$ cat config.mk
export PLATFORM = sky130hd
export DESIGN_NAME = bcd_cal_clock
export DESIGN_NICKNAME = d
export VERILOG_FILES = /design/src/rtl/bcd_cal_pkg.sv /design/src/rtl/bcd_wrap_cnt.sv /design/src/rtl/bcd_hour_cnt.sv /design/src/rtl/bcd_date_cnt.sv /design/src/rtl/bcd_cal_clock.sv
export SDC_FILE = /design/constraint.sdc
export NUM_CORES = 1
export LEC_CHECK = 0
export BUFFER_PORTS_ARGS = -buffer_cell sky130_fd_sc_hd__buf_4
export CORE_MARGIN = 2
export CORE_UTILIZATION = 49
export CTS_BUF_LIST = sky130_fd_sc_hd__clkbuf_8
export DETAILED_ROUTE_END_ITERATION = 6
export PLACE_DENSITY = 0.79
export SLEW_MARGIN = 40
export SYNTH_ARGS = -nofsm -noshare
export SYNTH_HDL_FRONTEND = slang
export SYNTH_SLANG_ARGS = --single-unit
$ cat constraint.sdc
create_clock -name clk_i -period 2.8 [get_ports clk_i]
set_input_delay 0.28 -clock clk_i [delete_from_list [all_inputs] [get_ports clk_i]]
set_output_delay 0.28 -clock clk_i [all_outputs]
set_load 0.02 [all_outputs]
$ cat src/rtl/bcd_cal_pkg.sv
package bcd_cal_pkg;
  localparam int REG_W    = 8;
  localparam int NUM_REGS = 8;
  localparam int IMG_W    = REG_W * NUM_REGS;

  localparam int IDX_HUND = 0;
  localparam int IDX_SEC  = 1;
  localparam int IDX_MIN  = 2;
  localparam int IDX_HOUR = 3;
  localparam int IDX_DAY  = 4;
  localparam int IDX_DATE = 5;
  localparam int IDX_MON  = 6;
  localparam int IDX_YEAR = 7;

  localparam int HOUR_MODE_BIT = 7;
  localparam int HOUR_PM_BIT   = 5;
  localparam int DAY_HALT_BIT  = 5;
  localparam int HALT_IMG_BIT  = IDX_DAY * REG_W + DAY_HALT_BIT;

  localparam logic [REG_W-1:0] MASK_HUND = 8'hFF;
  localparam logic [REG_W-1:0] MASK_SEC  = 8'h7F;
  localparam logic [REG_W-1:0] MASK_MIN  = 8'h7F;
  localparam logic [REG_W-1:0] MASK_HOUR = 8'hBF;
  localparam logic [REG_W-1:0] MASK_DAY  = 8'h27;
  localparam logic [REG_W-1:0] MASK_DATE = 8'h3F;
  localparam logic [REG_W-1:0] MASK_MON  = 8'h1F;
  localparam logic [REG_W-1:0] MASK_YEAR = 8'hFF;
  localparam logic [REG_W-1:0] MASK_DOW  = 8'h07;

  localparam logic [IMG_W-1:0] IMG_MASK = {MASK_YEAR, MASK_MON, MASK_DATE, MASK_DAY,
                                           MASK_HOUR, MASK_MIN, MASK_SEC, MASK_HUND};

  // two-digit BCD increment; carry out of the tens digit is dropped
  function automatic logic [REG_W-1:0] bcd_inc(input logic [REG_W-1:0] v);
    logic [REG_W-1:0] r;
    if (v[3:0] >= 4'd9) r = {v[7:4] + 4'd1, 4'd0};
    else                r = {v[7:4], v[3:0] + 4'd1};
    return r;
  endfunction

  function automatic logic bcd_leap(input logic [REG_W-1:0] yr);
    logic tens_even;
    logic r;
    tens_even = ~yr[4];
    case (yr[3:0])
      4'd0, 4'd4, 4'd8: r = tens_even;
      4'd2, 4'd6:       r = ~tens_even;
      default:          r = 1'b0;
    endcase
    return r;
  endfunction

  function automatic logic [REG_W-1:0] month_last(input logic [REG_W-1:0] mon,
                                                  input logic [REG_W-1:0] yr);
    logic [REG_W-1:0] r;
    case (mon)
      8'h02:                      r = bcd_leap(yr) ? 8'h29 : 8'h28;
      8'h04, 8'h06, 8'h09, 8'h11: r = 8'h30;
      default:                    r = 8'h31;
    endcase
    return r;
  endfunction
endpackage

$ cat src/rtl/bcd_wrap_cnt.sv
module bcd_wrap_cnt
  import bcd_cal_pkg::*;
#(
  parameter logic [REG_W-1:0] LO  = 8'h00,
  parameter logic [REG_W-1:0] HI  = 8'h59,
  parameter logic [REG_W-1:0] RST = 8'h00
) (
  input  logic             clk_i,
  input  logic             rst_ni,
  input  logic             en_i,
  input  logic             ld_i,
  input  logic [REG_W-1:0] ld_val_i,
  output logic [REG_W-1:0] q_o,
  output logic             wrap_o
);
  logic [REG_W-1:0] q_q;
  logic             at_top;

  assign at_top = (q_q == HI);
  assign wrap_o = en_i & at_top;
  assign q_o    = q_q;

  always_ff @(posedge clk_i or negedge rst_ni) begin
    if (!rst_ni)   q_q <= RST;
    else if (ld_i) q_q <= ld_val_i;
    else if (en_i) q_q <= at_top ? LO : bcd_inc(q_q);
  end
endmodule

$ cat src/rtl/bcd_hour_cnt.sv
module bcd_hour_cnt
  import bcd_cal_pkg::*;
(
  input  logic             clk_i,
  input  logic             rst_ni,
  input  logic             en_i,
  input  logic             ld_i,
  input  logic [REG_W-1:0] ld_val_i,
  output logic [REG_W-1:0] q_o,
  output logic             wrap_o
);
  logic [REG_W-1:0] q_q;
  logic [REG_W-1:0] nxt;
  logic             mode12, pm;
  logic [REG_W-1:0] h12, h24;
  logic             day_end;

  assign mode12 = q_q[HOUR_MODE_BIT];
  assign pm     = q_q[HOUR_PM_BIT];
  assign h12    = {3'b000, q_q[4:0]};
  assign h24    = {2'b00, q_q[5:0]};

  always_comb begin
    nxt     = q_q;
    day_end = 1'b0;
    if (mode12) begin
      if (h12 == 8'h12) begin
        nxt = {1'b1, 1'b0, pm, 5'h01};
      end else if (h12 == 8'h11) begin
        nxt     = {1'b1, 1'b0, ~pm, 5'h12};
        day_end = pm;
      end else begin
        nxt = {1'b1, 1'b0, pm, bcd_inc(h12)[4:0]};
      end
    end else begin
      if (h24 >= 8'h23) begin
        nxt     = 8'h00;
        day_end = 1'b1;
      end else begin
        nxt = {2'b00, bcd_inc(h24)[5:0]};
      end
    end
  end

  assign wrap_o = en_i & day_end;
  assign q_o    = q_q;

  always_ff @(posedge clk_i or negedge rst_ni) begin
    if (!rst_ni)   q_q <= 8'h00;
    else if (ld_i) q_q <= ld_val_i;
    else if (en_i) q_q <= nxt;
  end
endmodule

$ cat src/rtl/bcd_date_cnt.sv
module bcd_date_cnt
  import bcd_cal_pkg::*;
(
  input  logic             clk_i,
  input  logic             rst_ni,
  input  logic             en_i,
  input  logic             ld_i,
  input  logic [REG_W-1:0] ld_val_i,
  input  logic [REG_W-1:0] mon_i,
  input  logic [REG_W-1:0] year_i,
  output logic [REG_W-1:0] q_o,
  output logic             wrap_o
);
  logic [REG_W-1:0] q_q;
  logic [REG_W-1:0] last;
  logic             at_end;

  assign last   = month_last(mon_i, year_i);
  assign at_end = (q_q >= last);  // BCD order matches numeric order
  assign wrap_o = en_i & at_end;
  assign q_o    = q_q;

  always_ff @(posedge clk_i or negedge rst_ni) begin
    if (!rst_ni)   q_q <= 8'h01;
    else if (ld_i) q_q <= ld_val_i;
    else if (en_i) q_q <= at_end ? 8'h01 : bcd_inc(q_q);
  end
endmodule

$ cat src/rtl/bcd_cal_clock.sv
module bcd_cal_clock
  import bcd_cal_pkg::*;
(
  input  logic             clk_i,
  input  logic             rst_ni,
  input  logic             tick_i,
  input  logic             load_i,
  input  logic [IMG_W-1:0] load_data_i,
  output logic [IMG_W-1:0] regs_o
);
  localparam int TIME_CNTS = 3;  // hundredths, seconds, minutes

  logic [IMG_W-1:0]                ld_img;
  logic                            halt_q;
  logic                            run_en;
  logic [TIME_CNTS:0]              tm_en;
  logic [TIME_CNTS-1:0][REG_W-1:0] tm_q;
  logic [REG_W-1:0]                hour_q, dow_q, date_q, mon_q, year_q;
  logic                            day_carry, date_wrap, mon_wrap;
  logic                            unused_dow_wrap, unused_year_wrap;

  assign ld_img   = load_data_i & IMG_MASK;
  assign run_en   = tick_i & ~halt_q & ~load_i;
  assign tm_en[0] = run_en;

  always_ff @(posedge clk_i or negedge rst_ni) begin
    if (!rst_ni)     halt_q <= 1'b0;
    else if (load_i) halt_q <= load_data_i[HALT_IMG_BIT];
  end

  for (genvar gi = 0; gi < TIME_CNTS; gi++) begin : g_time
    bcd_wrap_cnt #(
      .LO (8'h00),
      .HI ((gi == IDX_HUND) ? 8'h99 : 8'h59),
      .RST(8'h00)
    ) u_cnt (
      .clk_i   (clk_i),
      .rst_ni  (rst_ni),
      .en_i    (tm_en[gi]),
      .ld_i    (load_i),
      .ld_val_i(ld_img[gi*REG_W +: REG_W]),
      .q_o     (tm_q[gi]),
      .wrap_o  (tm_en[gi+1])
    );
  end

  bcd_hour_cnt u_hour (
    .clk_i   (clk_i),
    .rst_ni  (rst_ni),
    .en_i    (tm_en[TIME_CNTS]),
    .ld_i    (load_i),
    .ld_val_i(ld_img[IDX_HOUR*REG_W +: REG_W]),
    .q_o     (hour_q),
    .wrap_o  (day_carry)
  );

  bcd_wrap_cnt #(.LO(8'h01), .HI(8'h07), .RST(8'h01)) u_dow (
    .clk_i   (clk_i),
    .rst_ni  (rst_ni),
    .en_i    (day_carry),
    .ld_i    (load_i),
    .ld_val_i(ld_img[IDX_DAY*REG_W +: REG_W] & MASK_DOW),
    .q_o     (dow_q),
    .wrap_o  (unused_dow_wrap)
  );

  bcd_date_cnt u_date (
    .clk_i   (clk_i),
    .rst_ni  (rst_ni),
    .en_i    (day_carry),
    .ld_i    (load_i),
    .ld_val_i(ld_img[IDX_DATE*REG_W +: REG_W]),
    .mon_i   (mon_q),
    .year_i  (year_q),
    .q_o     (date_q),
    .wrap_o  (date_wrap)
  );

  bcd_wrap_cnt #(.LO(8'h01), .HI(8'h12), .RST(8'h01)) u_mon (
    .clk_i   (clk_i),
    .rst_ni  (rst_ni),
    .en_i    (date_wrap),
    .ld_i    (load_i),
    .ld_val_i(ld_img[IDX_MON*REG_W +: REG_W]),
    .q_o     (mon_q),
    .wrap_o  (mon_wrap)
  );

  bcd_wrap_cnt #(.LO(8'h00), .HI(8'h99), .RST(8'h00)) u_year (
    .clk_i   (clk_i),
    .rst_ni  (rst_ni),
    .en_i    (mon_wrap),
    .ld_i    (load_i),
    .ld_val_i(ld_img[IDX_YEAR*REG_W +: REG_W]),
    .q_o     (year_q),
    .wrap_o  (unused_year_wrap)
  );

  assign regs_o = {year_q, mon_q, date_q,
                   {2'b00, halt_q, 2'b00, dow_q[2:0]},
                   hour_q, tm_q[IDX_MIN], tm_q[IDX_SEC], tm_q[IDX_HUND]};
endmodule

Yosys cells after proc, flatten, opt, wreduce, memory -nomap -nowiden
Cells that the tools add are included.
W data, S select, Z words.
{ "totals": {"word_cells": 149, "in_bits": 68, "reg_bits": 65} }
{ "op_classes": {"order_cmp": 10, "bitwise_logic": 12, "reduce_logical": 28, "addsub": 17, "mux": 44, "n_eq_ne": 20} }
{ "ops": {"columns": ["op", "count"], "rows": [
  ["$mux W8", 32],
  ["$add A4 B1 Y4 const B", 15],
  ["$ge A4 B4 Y1 const B", 8],
  ["$eq A8 B3 Y1 const B", 3],
  ["$reduce_bool A3 Y1", 7],
  ["$mux W6", 3],
  ["$eq A8 B5 Y1 const B", 2],
  ["$eq A8 B7 Y1 const B", 2],
  ["$eq A8 B8 Y1 const B", 2],
  ["$pmux W8 S2", 1],
  ["$reduce_and A2 Y1", 7],
  ["$reduce_bool A2 Y1", 7],
  ["$eq A5 B5 Y1 const B", 2],
  ["$and A1 B1 Y1", 8],
  ["$eq A4 B3 Y1 const B", 2],
  ["$eq A8 B2 Y1 const B", 1],
  ["$eq A8 B4 Y1 const B", 1],
  ["$ge A8 B8 Y1", 1],
  ["$ge A6 B6 Y1 const B", 1],
  ["$mux W1", 6],
  ["$ne A3 B3 Y1 const B", 2],
  ["$mux W5", 1],
  ["$ne A5 B5 Y1 const B", 1],
  ["$eq A4 B2 Y1 const B", 1],
  ["other kinds (12)", 15]
]} }

Logic depth before layout (Yosys ltp)
Gate-level depths: netlist of the first run.
{ "depth": {"depth_word": 11, "ltp_mapped": 16} }

Modules after synthesis
Synthesis of the first run repeated with hierarchy kept, for this count alone.
{ "unflattened": {"hier_cells": 545, "hier_area_um2": 4961.0} }
{ "modules_own_cells": {"columns": ["module", "n_inst", "seq_area_each_um2", "cells_each", "area_per_inst_um2"], "rows": [
  ["bcd_wrap_cnt (g_time[0].u_cnt ...)", 2, 200.2, 68, 585.6],
  ["bcd_wrap_cnt (g_time[1].u_cnt ...)", 2, 200.2, 61, 580.6],
  ["bcd_date_cnt", 1, 201.4, 75, 695.7],
  ["bcd_hour_cnt", 1, 200.2, 77, 671.9],
  ["bcd_wrap_cnt (u_mon)", 1, 201.4, 64, 599.3],
  ["bcd_wrap_cnt (u_dow)", 1, 201.4, 62, 573.0],
  ["bcd_cal_clock", 1, 25.0, 9, 88.8]
]} }

Worst setup path after synthesis of the first run
Ideal clock, no wire load.
{ "synth_timing": {"path_type": "register to register", "startpoint": "register u_mon.q_q[5] (netlist: u_mon.q_o[5])", "endpoint": "register u_year.q_q[2] (netlist: u_year.q_o[2])", "setup_ns": 0.139, "setup_slack_ns": -0.328, "arrival_time_ns": 2.989, "stages_incl_launch_ff": 16, "path_cell_list": "dfrtp_1 > inv_1 > ha_1 > nor2b_1 > nand2_1 > a21oi_1 > a31oi_1 > or3_1 > mux2_2 > ha_1 > or4b_1 > nand4_1 > nand2_1 > nand2_2 > buf_2 > o221ai_1"} }
{ "synth_between": {"elab_chain_len": 7, "word_cells_on_any_way": 12, "cone_classes": "order compare (1); eq/ne (6); mux (1); bitwise (2); reduce/logical (2)"} }
{ "synth_lines": {"columns": ["item", "line_no", "rtl"], "rows": [
  ["start, declared", "bcd_wrap_cnt.sv:16", "logic [REG_W-1:0] q_q;"],
  ["start signal, assigned", "bcd_wrap_cnt.sv:25", "else if (ld_i) q_q <= ld_val_i;"],
  ["start signal, assigned", "bcd_wrap_cnt.sv:26", "else if (en_i) q_q <= at_top ? LO : bcd_inc(q_q);"],
  ["$eq A8 B3 Y1 (tied with other cells)", "bcd_cal_pkg.sv:56", "case (mon)"],
  ["$reduce_or A4 Y1", "bcd_cal_pkg.sv:56", null],
  ["$pmux W8 S2", "bcd_cal_pkg.sv:56", null],
  ["$ge A8 B8 Y1", "bcd_date_cnt.sv:19", "assign at_end = (q_q >= last);"],
  ["$and A1 B1 Y1", "bcd_date_cnt.sv:20", "assign wrap_o = en_i & at_end;"],
  ["$and A1 B1 Y1 *", "bcd_wrap_cnt.sv:20", "assign wrap_o = en_i & at_top;"],
  ["$reduce_bool A2 Y1 (no source line) *", null, null],
  ["end signal, assigned", "bcd_wrap_cnt.sv:25", null],
  ["end signal, assigned", "bcd_wrap_cnt.sv:26", null],
  ["end, declared", "bcd_wrap_cnt.sv:16", null]
]} }
Mark *: on every way between the ends. The rest lies on a longest branch, timed or not.
A chain may end at the register's enable or synchronous reset.

Final worst setup path of the first run
{ "layout_timing": {"startpoint": "register u_mon.q_q[5] (netlist: u_mon.q_o[5])", "endpoint": "register u_year.q_q[5] (netlist: u_year.q_o[5])"} }
{ "layout_between": {"elab_chain_len": 8, "word_cells_on_any_way": 13, "cone_classes": "order compare (1); eq/ne (6); mux (1); bitwise (2); reduce/logical (3)"} }
{ "layout_lines": {"columns": ["item", "line_no"], "rows": [
  ["$eq A8 B3 Y1 (tied with other cells)", "bcd_cal_pkg.sv:56"],
  ["$reduce_or A4 Y1", "bcd_cal_pkg.sv:56"],
  ["$pmux W8 S2", "bcd_cal_pkg.sv:56"],
  ["$ge A8 B8 Y1", "bcd_date_cnt.sv:19"],
  ["$and A1 B1 Y1", "bcd_date_cnt.sv:20"],
  ["$and A1 B1 Y1 *", "bcd_wrap_cnt.sv:20"],
  ["$reduce_bool A2 Y1 (no source line) *", null],
  ["$reduce_and A2 Y1 (no source line) *", null]
]} }
Marks and branches as above.

==> impl_metrics.ini, run 1 <==
[status]
outcome = finished with violations
violations = negative setup slack

[synthesis]
ys_seq_elements = 64
yosysSeqAreaShare = 0.352
muxShareOfSynthArea = 0.0189
synth_top_family_by_area = compound AO/OA/AOI/OAI gates
synthArstFlopShare = 1.00
synthDistinctLibCells = 64
synth_ff_type = dfrtp_1
syn_area_sq_um = 4570
netlist_instances = 530
synth-xor-area-share = 0
yosys_warnings = 0
synth_fa_ha_area_frac = 0.132
yosys.area_share.simple = 0.211
synth-edff-count = 0
avgSynthCellArea_sq_um = 8.62
synth_compound_area_frac = 0.225

[global_route]
antenna_found_initial = 0
grt_first_pass_wirelength_um = 20300
grt_use_total = 0.251
grt_max_degree = 35
first_global_vias = 4344
grt.overflow.total = 0

[timing]
tightest_slew_ns = 0.716
period_needed_ns = 3.13
finalCritPeriodShare = 1.12
skew_ns = 0.0153
max_freq_ghz = 0.319
setup_ws_ns = -0.332
slew_headroom = 0.519
rsz0062_at_grt = yes
maxSlewViolCount = 0
setup_viol = 24
whs_ns = 0.134
hold_viol_final = 0

[routing]
drt-wirelength-per-cell_um = 16.0
first_pass_iters = 4
drc = 0
ant_nets = 0
vias = 4533
wl_um = 12400
vias_per_cell = 5.82
drtIter0Drc = 188

[die]
fp.coreArea_sq_um = 9150
initial_core_util = 0.499
rows = 35
ios = 132
die_h_um = 101
fp.dieW_um = 101
dieArea_sq_um = 10100

[power_and_ir_drop]
power_density_nw_per_um2 = 671
peakVddDrop_uv = 690
p_leak_nw = 2.79

[place]
pre_cts_ws_ns = -0.329
io_buffer_count = 114
globalplace.congestion = 0.873
placement.cell_area_sq_um = 5700
dp.cells = 759
place.detailed.hpwl_um = 9160

[cts]
clock_latency_ns = 0.35
clockBufferDepth = 2
clkSinkCount = 64
cts_tree = yes
cts_root_buf = clkbuf_8
cts_max_level = 3
cts_buffers = 9
cts.clk_slew.worst_paths_ns = 0.08

[worst_setup_path]
cp.required_ns = 3.07
r2r_setup_slack_ns = -0.33
reg2reg_to = u_year.q_o[5]
crit_fanout = 8
endpoint_kind = flip-flop
worstSetupPathType = flip-flop to flip-flop
r2r_cells = 16
max_stage_delay_ns = 0.46
path_cells = inv_4, ha_4, nor2b_4, nand2_2, a21oi_2, a31oi_1, or3_1, mux2_4, ha_4, or4b_1, nand4_1, nand2_2, nand4b_1, buf_6, a211oi_2, a21oi_1
crit_slowest_cell = or4b_1
r2r-start = u_mon.q_o[5]
start_kind = flip-flop
cp.arrival_ns = 3.41

[finish]
fin_util = 0.654
fin_cells = 779
antenna_cells = 0
fill_cells = 760
fin_nets = 779
layout-area-overhead-vs-synth_pct = 31.1
final_layout_size_suffix_gt1_frac = 0.290
finalInstanceArea_sq_um = 5990

[worst_hold_path]
whs_path_depth = 2
hp-class = primary input to flip-flop
hold_start = load_data_i[24]
min_to = u_hour.q_o[0]

[job]
cap_violations = 0
[timing repair]
action	CTS	global route
resized for setup	4	13
pin swaps	1	6
hold endpoints to repair	32	0
buffers inserted	1	2
endpoints found under the setup margin	24	24
hold buffers	1	0
[sequential cells by signal, indices dropped and copies added, names as in the netlist]
| signal | count |
|---|---|
| g_time.u_cnt.q_o | 24 |
| halt_q | 1 |
| u_date.q_o | 8 |
| u_dow.q_o | 8 |
| u_hour.q_o | 7 |
| u_mon.q_o | 8 |
| u_year.q_o | 8 |
[cell usage after synthesis, types with 3 or more instances]
| master | count | area (sq um) |
|---|---|---|
| and2_1 | 3 | 18.8 |
| a21o_1 | 3 | 22.5 |
| o22ai_1 | 5 | 31.3 |
| nor4b_1 | 5 | 43.8 |
| o21ai_1 | 9 | 45.0 |
| nand4_1 | 10 | 62.6 |
| nand2_1 | 49 | 184 |
| mux2_2 | 5 | 56.3 |
| o21a_1 | 5 | 37.5 |
| nor2b_1 | 13 | 81.3 |
| nand3_1 | 22 | 110 |
| nor3_1 | 10 | 50.1 |
| mux2i_1 | 3 | 30.0 |
| a21oi_1 | 35 | 175 |
| buf_4 | 9 | 67.6 |
| clkbuf_1 | 10 | 37.5 |
| o41ai_1 | 3 | 26.3 |
| o31ai_1 | 7 | 52.6 |
| and3_1 | 4 | 25.0 |
| o21ai_0 | 47 | 235 |
| a22oi_1 | 4 | 30.0 |
| o31a_1 | 4 | 35.0 |
| dfrtp_1 | 61 | 1530 |
| or3_1 | 6 | 37.5 |
| nor2_1 | 31 | 116 |
| a31oi_1 | 5 | 31.3 |
| a211oi_1 | 5 | 37.5 |
| dfstp_2 | 3 | 78.8 |
| inv_1 | 39 | 146 |
| nand2b_1 | 5 | 31.3 |
| buf_2 | 4 | 20.0 |
| o211ai_1 | 5 | 37.5 |
| buf_1 | 3 | 11.3 |
| nor3b_1 | 7 | 52.6 |
| ha_1 | 48 | 601 |
[area by class of cell]
class,instances,area [sq um],share of cell area
Sequential cell,64,1610,0.269
Clock inverter,7,72.6,0.0121
Timing Repair Buffer,144,1100,0.184
Inverter,39,151,0.0253
Clock buffer,9,124,0.0207
Tap cell,111,139,0.0232
Multi-Input combinational cell,405,2790,0.466
[through the flow]
step | power [mW] | TNS, ns
after floorplan | 2.34 | -2.35
after global placement | 3.03 | -3.25
after detailed placement | 3.10 | -4.95
after CTS | 3.95 | -4.85
after global routing | 4.28 | -9.08
final | 4.02 | -6.23
[layout by cell type (no fill, tap or decap), types with 4 or more instances in the layout]
master and n:
o22ai_1 5, or3_1 6, nand3_1 22, nand2b_1 5
ha_1 44, o21ai_0 42, nor3_1 10, nor4b_1 5
a21oi_1 33, clkbuf_8 9, o21a_1 5, conb_1 5
a22oi_1 4, o211ai_1 5, mux2_2 4, a211oi_1 4
a31oi_1 5, buf_4 141, nand2_1 47, nand4_1 10
nor3b_1 7, dfrtp_1 58, inv_1 36, nor2_1 30
o31ai_1 7, o31a_1 4, ha_4 4, nor2b_1 12
o21ai_1 13
[critical path: cells and delay by family, from the launching register on]
| family | cells | cell delay, ns |
|---|---|---|
| mux | 1 | 0.28 |
| compound gates | 4 | 0.32 |
| fa+ha+maj | 2 | 0.33 |
| flops | 1 | 0.43 |
| buf+inv | 2 | 0.23 |
| simple gates | 7 | 1.47 |
[metal layers]
layer  vias to the layer above  wire, um  track usage
met2                       137      6200        0.426
met1                      2193      5480        0.323
met3                        18       553       0.0472
li1                       2185         -            -
met5                         -         0            0
met4                         0       213       0.0811
[power breakdown]
group	total (mW)	leakage [nW]	internal (mW)	switching (mW)
logic	1.85	1.92	0.858	0.993
clock network	0.805	0.0952	0.411	0.395
registers	1.36	0.780	1.11	0.257
[how the worst max path moves through the flow]
stage            startpoint            end
6_report       u_mon.q_o[5]  u_year.q_o[5]
5_1_grt        u_mon.q_o[5]   u_mon.q_o[4]
4_1_cts        u_mon.q_o[5]  u_year.q_o[5]
3_5_place_dp   u_mon.q_o[5]  u_year.q_o[5]
3_3_place_gp   u_mon.q_o[5]  u_year.q_o[6]
2_1_floorplan  u_mon.q_o[0]  u_year.q_o[5]
[cell families after synthesis]
| kind of cell | after synthesis |
|---|---|
| simple gates | 182 |
| mux | 8 |
| flops | 64 |
| compound gates | 162 |
| buf+inv | 65 |
| fa+ha+maj | 48 |
| other cells | 1 |
No activity file was read; power rests on OpenSTA's default activity.
==> run 2, diff against run 1 <==
- GPL_TIMING_DRIVEN: default -> 0
==> run 2 against run 1 <==
Compared with the run above:
- the run still ends with negative setup slack left
- first-iteration DRC count increased by 79%
- clock power is 8.4% lower
- clock skew down 0.0016 ns
- flip-flop and latch count unchanged
- highest routed layer unchanged
- die area unchanged
- worst hold slack hardly changed
- sequential power barely moved
- non-clock buffer count grew 7
- register-to-register slack worse by 0.03 ns
- final cell count is 0.77% higher
==> impl_metrics.ini, run 2 (same netlist as run 1, synthesis figures left out) <==
[power_and_ir_drop]
pwr-share-seq = 0.356
p_int_mw = 2.26
power_density_nw_per_um2 = 650
peakVddDrop_uv = 569
switchingPower_mw = 1.64
p_sw_frac = 0.421
p_leak_nw = 2.79
clkPwrFrac = 0.189
pwr-share-comb = 0.455

[die]
die_h_um = 101
dieArea_sq_um = 10100
fp.dieW_um = 101
ios = 132
initial_core_util = 0.499
fp.coreArea_sq_um = 9150
rows = 35

[cts]
cts_max_level = 3
clockBufferDepth = 2
clkSinkCount = 64
cts.clk_slew.worst_paths_ns = 0.07
clock_latency_ns = 0.36
cts_buffers = 9
cts_root_buf = clkbuf_8
cts_tree = yes

[global_route]
antenna_found_initial = 0
grt.overflow.total = 0
first_global_vias = 4410
grt_max_degree = 65
grt_first_pass_wirelength_um = 21300
grt_use_total = 0.264

[routing]
drt-met1-wl_um = 5620
drc = 0
wl_met2_um = 6700
wl_um = 13500
highest_layer = met4
routed-wl-met3_um = 787
vias_per_cell = 5.96
vias = 4679
drtIter0Drc = 336
ant_nets = 0
drt-wirelength-per-cell_um = 17.2
first_pass_iters = 6

[timing]
rsz0062_at_grt = yes
fin_setup_tns_ns = -7.32
finalCritPeriodShare = 1.13
slew_headroom = 0.459
maxSlewViolCount = 0
tightest_slew_ns = 0.812
skew_ns = 0.0137
max_freq_ghz = 0.316
setup_viol = 24
hold_viol_final = 0
period_needed_ns = 3.16
setup_ws_ns = -0.362

[finish]
antenna_cells = 0
fill_cells = 760
largest_reg_flops = 24
final_cell_mix = buf_4 (129), dfrtp_1 (58), nand2_1 (47), ha_1 (43), o21ai_0 (41)
register_area_sq_um = 1610
multi_input_area_sq_um = 2820
final_layout_size_suffix_gt1_frac = 0.285
layout-area-overhead-vs-synth_pct = 31.5
fin_nets = 786
fin_cells = 785
finalInstanceArea_sq_um = 6000
layout_commonest_cell = buf_4

[worst_setup_path]
endpoint_kind = flip-flop
start_kind = flip-flop
cp.arrival_ns = 3.45
crit_fanout = 5
worstSetupPathType = flip-flop to flip-flop
cp.required_ns = 3.09

[status]
outcome = finished with violations
violations = negative setup slack

[place]
io_buffer_count = 114
dp.cells = 759
placement.cell_area_sq_um = 5630
globalplace.congestion = 0.904
pre_cts_ws_ns = -0.394
place.detailed.hpwl_um = 9600

[worst_hold_path]
hp-class = primary input to flip-flop

[job]
cap_violations = 0
## run 2: per-layer routing
metal  track usage  vias to the layer above
met5             0                        -
met4         0.115                        0
met3        0.0340                       32
met2         0.439                      164
met1         0.347                     2286
li1              -                     2197
## run 2: layout make-up
cell class                      instances  area share
Clock inverter                          4     0.00354
Multi-Input combinational cell        405       0.469
Clock buffer                           11      0.0252
Sequential cell                        64       0.268
Buffer                                 26      0.0244
Timing Repair Buffer                  125       0.162
Inverter                               39      0.0252
Tap cell                              111      0.0231
## run 2: power by group through the flow
stage	Sequential, mW	Clock, mW	Combinational (mW)
6_report	1.39	0.737	1.78
5_1_grt	1.42	0.774	1.95
4_1_cts	1.37	0.734	1.68
3_5_place_dp	1.40	0	1.56
3_3_place_gp	1.39	0	1.51
2_1_floorplan	1.54	0	0.803
## run 2: worst paths after layout
kind                                 startpoint                endpoint  cells after the start  slack [ns]
worst max-delay path               u_mon.q_o[4]           u_date.q_o[2]                     14       -0.36
worst min-delay path            load_data_i[33]            u_dow.q_o[1]                      2        0.13
worst max register to register     u_mon.q_o[4]           u_date.q_o[2]                     14       -0.36
worst min register to register     u_dow.q_o[7]            u_dow.q_o[7]                      1        0.49
max in group asynchronous                rst_ni            u_mon.q_o[4]                      2        1.86
min in group asynchronous                rst_ni  g_time[1].u_cnt.q_o[7]                      2        0.48
## run 2: repair_timing
action	in CTS	in global routing
resized for setup	11	16
hold endpoints to repair	0	61
setup buffers	7	2
gates cloned	0	1
endpoints found under the setup margin	24	24
hold buffers	0	1
pin swaps	8	1
## run 2: critical path, stage by stage (launching register included)
cell,delay [ns]
dfrtp_2,0.44
inv_2,0.05
ha_2,0.16
o211ai_1,0.14
a21oi_2,0.20
a31oi_1,0.05
or3_1,0.33
mux2_4,0.28
ha_4,0.21
or4b_1,0.47
nand4_1,0.18
and3_2,0.26
nor2b_1,0.13
o21ai_0,0.09
nand3_1,0.11
## run 2: per-stage QoR
stage / hold WS, ns / power [mW] / utilization
finish: 0.134 / 3.90 / 0.656
global route: 0.150 / 4.15 / 0.656
CTS: 0.0655 / 3.78 / 0.644
detailed placement: 0.439 / 2.96 / 0.616
global placement: 0.436 / 2.90 / 0.616
floorplan: -0.0156 / 2.34 / -
==> run 3, diff against run 2 <==
- ABC_AREA: default -> 1
- CORE_UTILIZATION: 49 -> 50
- PLACE_DENSITY: 0.79 -> 0.8
==> run 3 against run 2 <==
Compared with the run above:
- the flow now finishes without violations
- combinational power shrank 19%
- via count grew 2.4%
- highest routed layer unchanged
- wire length shrank 3.7%
- area after synthesis grew 5.7%
- clock skew shrank 0.0075 ns
- critical path depth grew 3
- final cell count grew 14%
- clock power shrank 5.0%
- synthesized cell count grew 19%
==> impl_metrics.ini, run 3 <==
[synthesis]
synthDistinctLibCells = 50
synth_ff_type = dfrtp_1
synth_commonest_cells = nand2_1 (155), inv_1 (64), dfrtp_1 (61)
synthArstFlopShare = 1.00
synth-edff-count = 0
avgSynthCellArea_sq_um = 7.64
synth_top_cell_area_share = 0.316
yosys.area.top_type = dfrtp_1
synth_area_leaders = dfrtp_1 (32%), ha_1 (12%), nand2_1 (12%)
synth.most_common_cell = nand2_1
yosysSeqAreaShare = 0.332
syn_area_sq_um = 4830
netlist_instances = 632
yosys_warnings = 0
ys_seq_elements = 64

[timing]
hold_viol_final = 0
setup_ws_ns = 0.199
skew_ns = 0.00618
slew_headroom = 0.512
setup_viol = 0
maxSlewViolCount = 0
max_freq_ghz = 0.384
tightest_slew_ns = 0.731
whs_ns = 0.148
finalCritPeriodShare = 0.929
period_needed_ns = 2.60
fin_setup_tns_ns = 0

[worst_setup_path]
cp_top_family = simple AND/OR/NAND/NOR gates
cp.arrival_ns = 2.87
start_kind = flip-flop
endpoint_kind = flip-flop
worstSetupPathType = flip-flop to flip-flop
r2r_setup_slack_ns = 0.20
r2r-start = u_mon.q_o[0]
path_cells = inv_2, ha_2, o21ai_0, o21ai_0, a31oi_1, inv_1, nor2_1, ha_1, nand2_1, nor2_2, nand3_2, nand3_2, nand3_2, nand2_4, buf_6, nand4_1, nand2_1
crit_slowest_cell = dfstp_2
r2r_cells = 17
crit_path_frequent_cell = nand3_2
cp.buffers_inverters = 3
cp.required_ns = 3.07
reg2reg_to = u_year.q_o[7]
max_stage_delay_ns = 0.55
crit_fanout = 10

[cts]
clock_latency_ns = 0.34
cts_buffers = 9
clockBufferDepth = 2
cts.clk_slew.worst_paths_ns = 0.07
cts_tree = yes
cts_max_level = 3
cts_root_buf = clkbuf_8
clkSinkCount = 64

[die]
fp.coreArea_sq_um = 9280
die_h_um = 102
rows = 35
dieArea_sq_um = 10500
fp.dieW_um = 102
initial_core_util = 0.520
ios = 132

[routing]
first_pass_iters = 5
drtIter0Drc = 265
ant_nets = 0
drc = 0
vias = 4792
drt-wirelength-per-cell_um = 14.5
vias_per_cell = 5.35
wl_um = 13000

[worst_hold_path]
min_to = u_hour.q_o[7]
whs_path_depth = 3
hp-class = primary input to flip-flop
hold_start = load_data_i[31]

[global_route]
grt.overflow.total = 0
grt_first_pass_wirelength_um = 20700
grt_max_degree = 36
antenna_found_initial = 0
first_global_vias = 4486
grt_use_total = 0.249

[power_and_ir_drop]
power_density_nw_per_um2 = 570
p_leak_nw = 3.09
peakVddDrop_uv = 384
p_total_mw = 3.48

[place]
placement.cell_area_sq_um = 5880
io_buffer_count = 114
dp.cells = 880
place.detailed.hpwl_um = 9840
globalplace.congestion = 0.932
pre_cts_ws_ns = 0.0128

[finish]
antenna_cells = 0
fin_util = 0.658
final_cell_mix = nand2_1 (154), buf_4 (126), inv_1 (64), dfrtp_1 (61)
largest_reg_flops = 24
fin_nets = 881
final_layout_size_suffix_gt1_frac = 0.258
layout-area-overhead-vs-synth_pct = 26.6
finalInstanceArea_sq_um = 6110
fin_cells = 896
layout_commonest_cell = nand2_1
fill_cells = 853

[job]
cap_violations = 0

[status]
outcome = finished, final reports clean
==> run 3: routing by layer <==
layer  GRT usage  vias up  share of wire
met2       0.423      160           0.49
met1       0.325     2293           0.43
li1            -     2324              -
met3      0.0356       15          0.059
met4      0.0913        0          0.014
met5           0        -              0
==> run 3: worst register-to-register path, stage by stage, from the launching register on <==
cell	delay [ns]
dfstp_2	0.55
inv_2	0.06
ha_2	0.19
o21ai_0	0.14
o21ai_0	0.10
a31oi_1	0.24
inv_1	0.06
nor2_1	0.09
ha_1	0.13
nand2_1	0.06
nor2_2	0.15
nand3_2	0.13
nand3_2	0.10
nand3_2	0.10
nand2_4	0.11
buf_6	0.14
nand4_1	0.09
nand2_1	0.09
==> run 3: where the power goes <==
part	switching [mW]	internal (mW)	leakage, nW
combinational	0.834	0.607	2.20
sequential	0.256	1.09	0.801
clock	0.349	0.351	0.0883
total	1.44	2.04	3.09
==> run 3: kinds of logic after synthesis <==
family | count (synthesis) | synth area share
buf+inv | 94 | 0.0878
compound gates | 102 | 0.122
xor+xnor | 23 | 0.0417
other cells | 1 | 0.000777
flops | 64 | 0.332
simple gates | 300 | 0.291
fa+ha+maj | 48 | 0.124
==> run 3: how the worst max path moves through the flow <==
stage	endpoint	startpoint	depth (start not counted)
final	u_year.q_o[7]	u_mon.q_o[0]	17
after global routing	u_mon.q_o[7]	u_mon.q_o[0]	17
after global placement	u_date.q_o[5]	u_mon.q_o[0]	16
after detailed placement	u_date.q_o[5]	u_mon.q_o[0]	16
after floorplan	u_date.q_o[4]	u_mon.q_o[0]	16
after CTS	u_year.q_o[7]	u_mon.q_o[0]	17
==> run 3: what timing repair did <==
| action | in CTS | in global routing |
|---|---|---|
| endpoints found under the hold margin | 29 | 0 |
| gates resized for setup | 1 | 11 |
| setup buffers | 0 | 2 |
| hold buffers | 1 | 0 |
| pin swaps | 0 | 7 |
| endpoints found under the setup margin | 1 | 24 |
==> run 3: layout make-up <==
| cell class | count | area, sq um | share of cell area |
|---|---|---|---|
| Multi-Input combinational cell | 478 | 2860 | 0.467 |
| Clock inverter | 2 | 8.76 | 0.00143 |
| Sequential cell | 64 | 1610 | 0.263 |
| Clock buffer | 11 | 151 | 0.0248 |
| Timing Repair Buffer | 118 | 901 | 0.147 |
| Tap cell | 129 | 161 | 0.0264 |
| Inverter | 73 | 277 | 0.0452 |
| Buffer | 21 | 151 | 0.0248 |
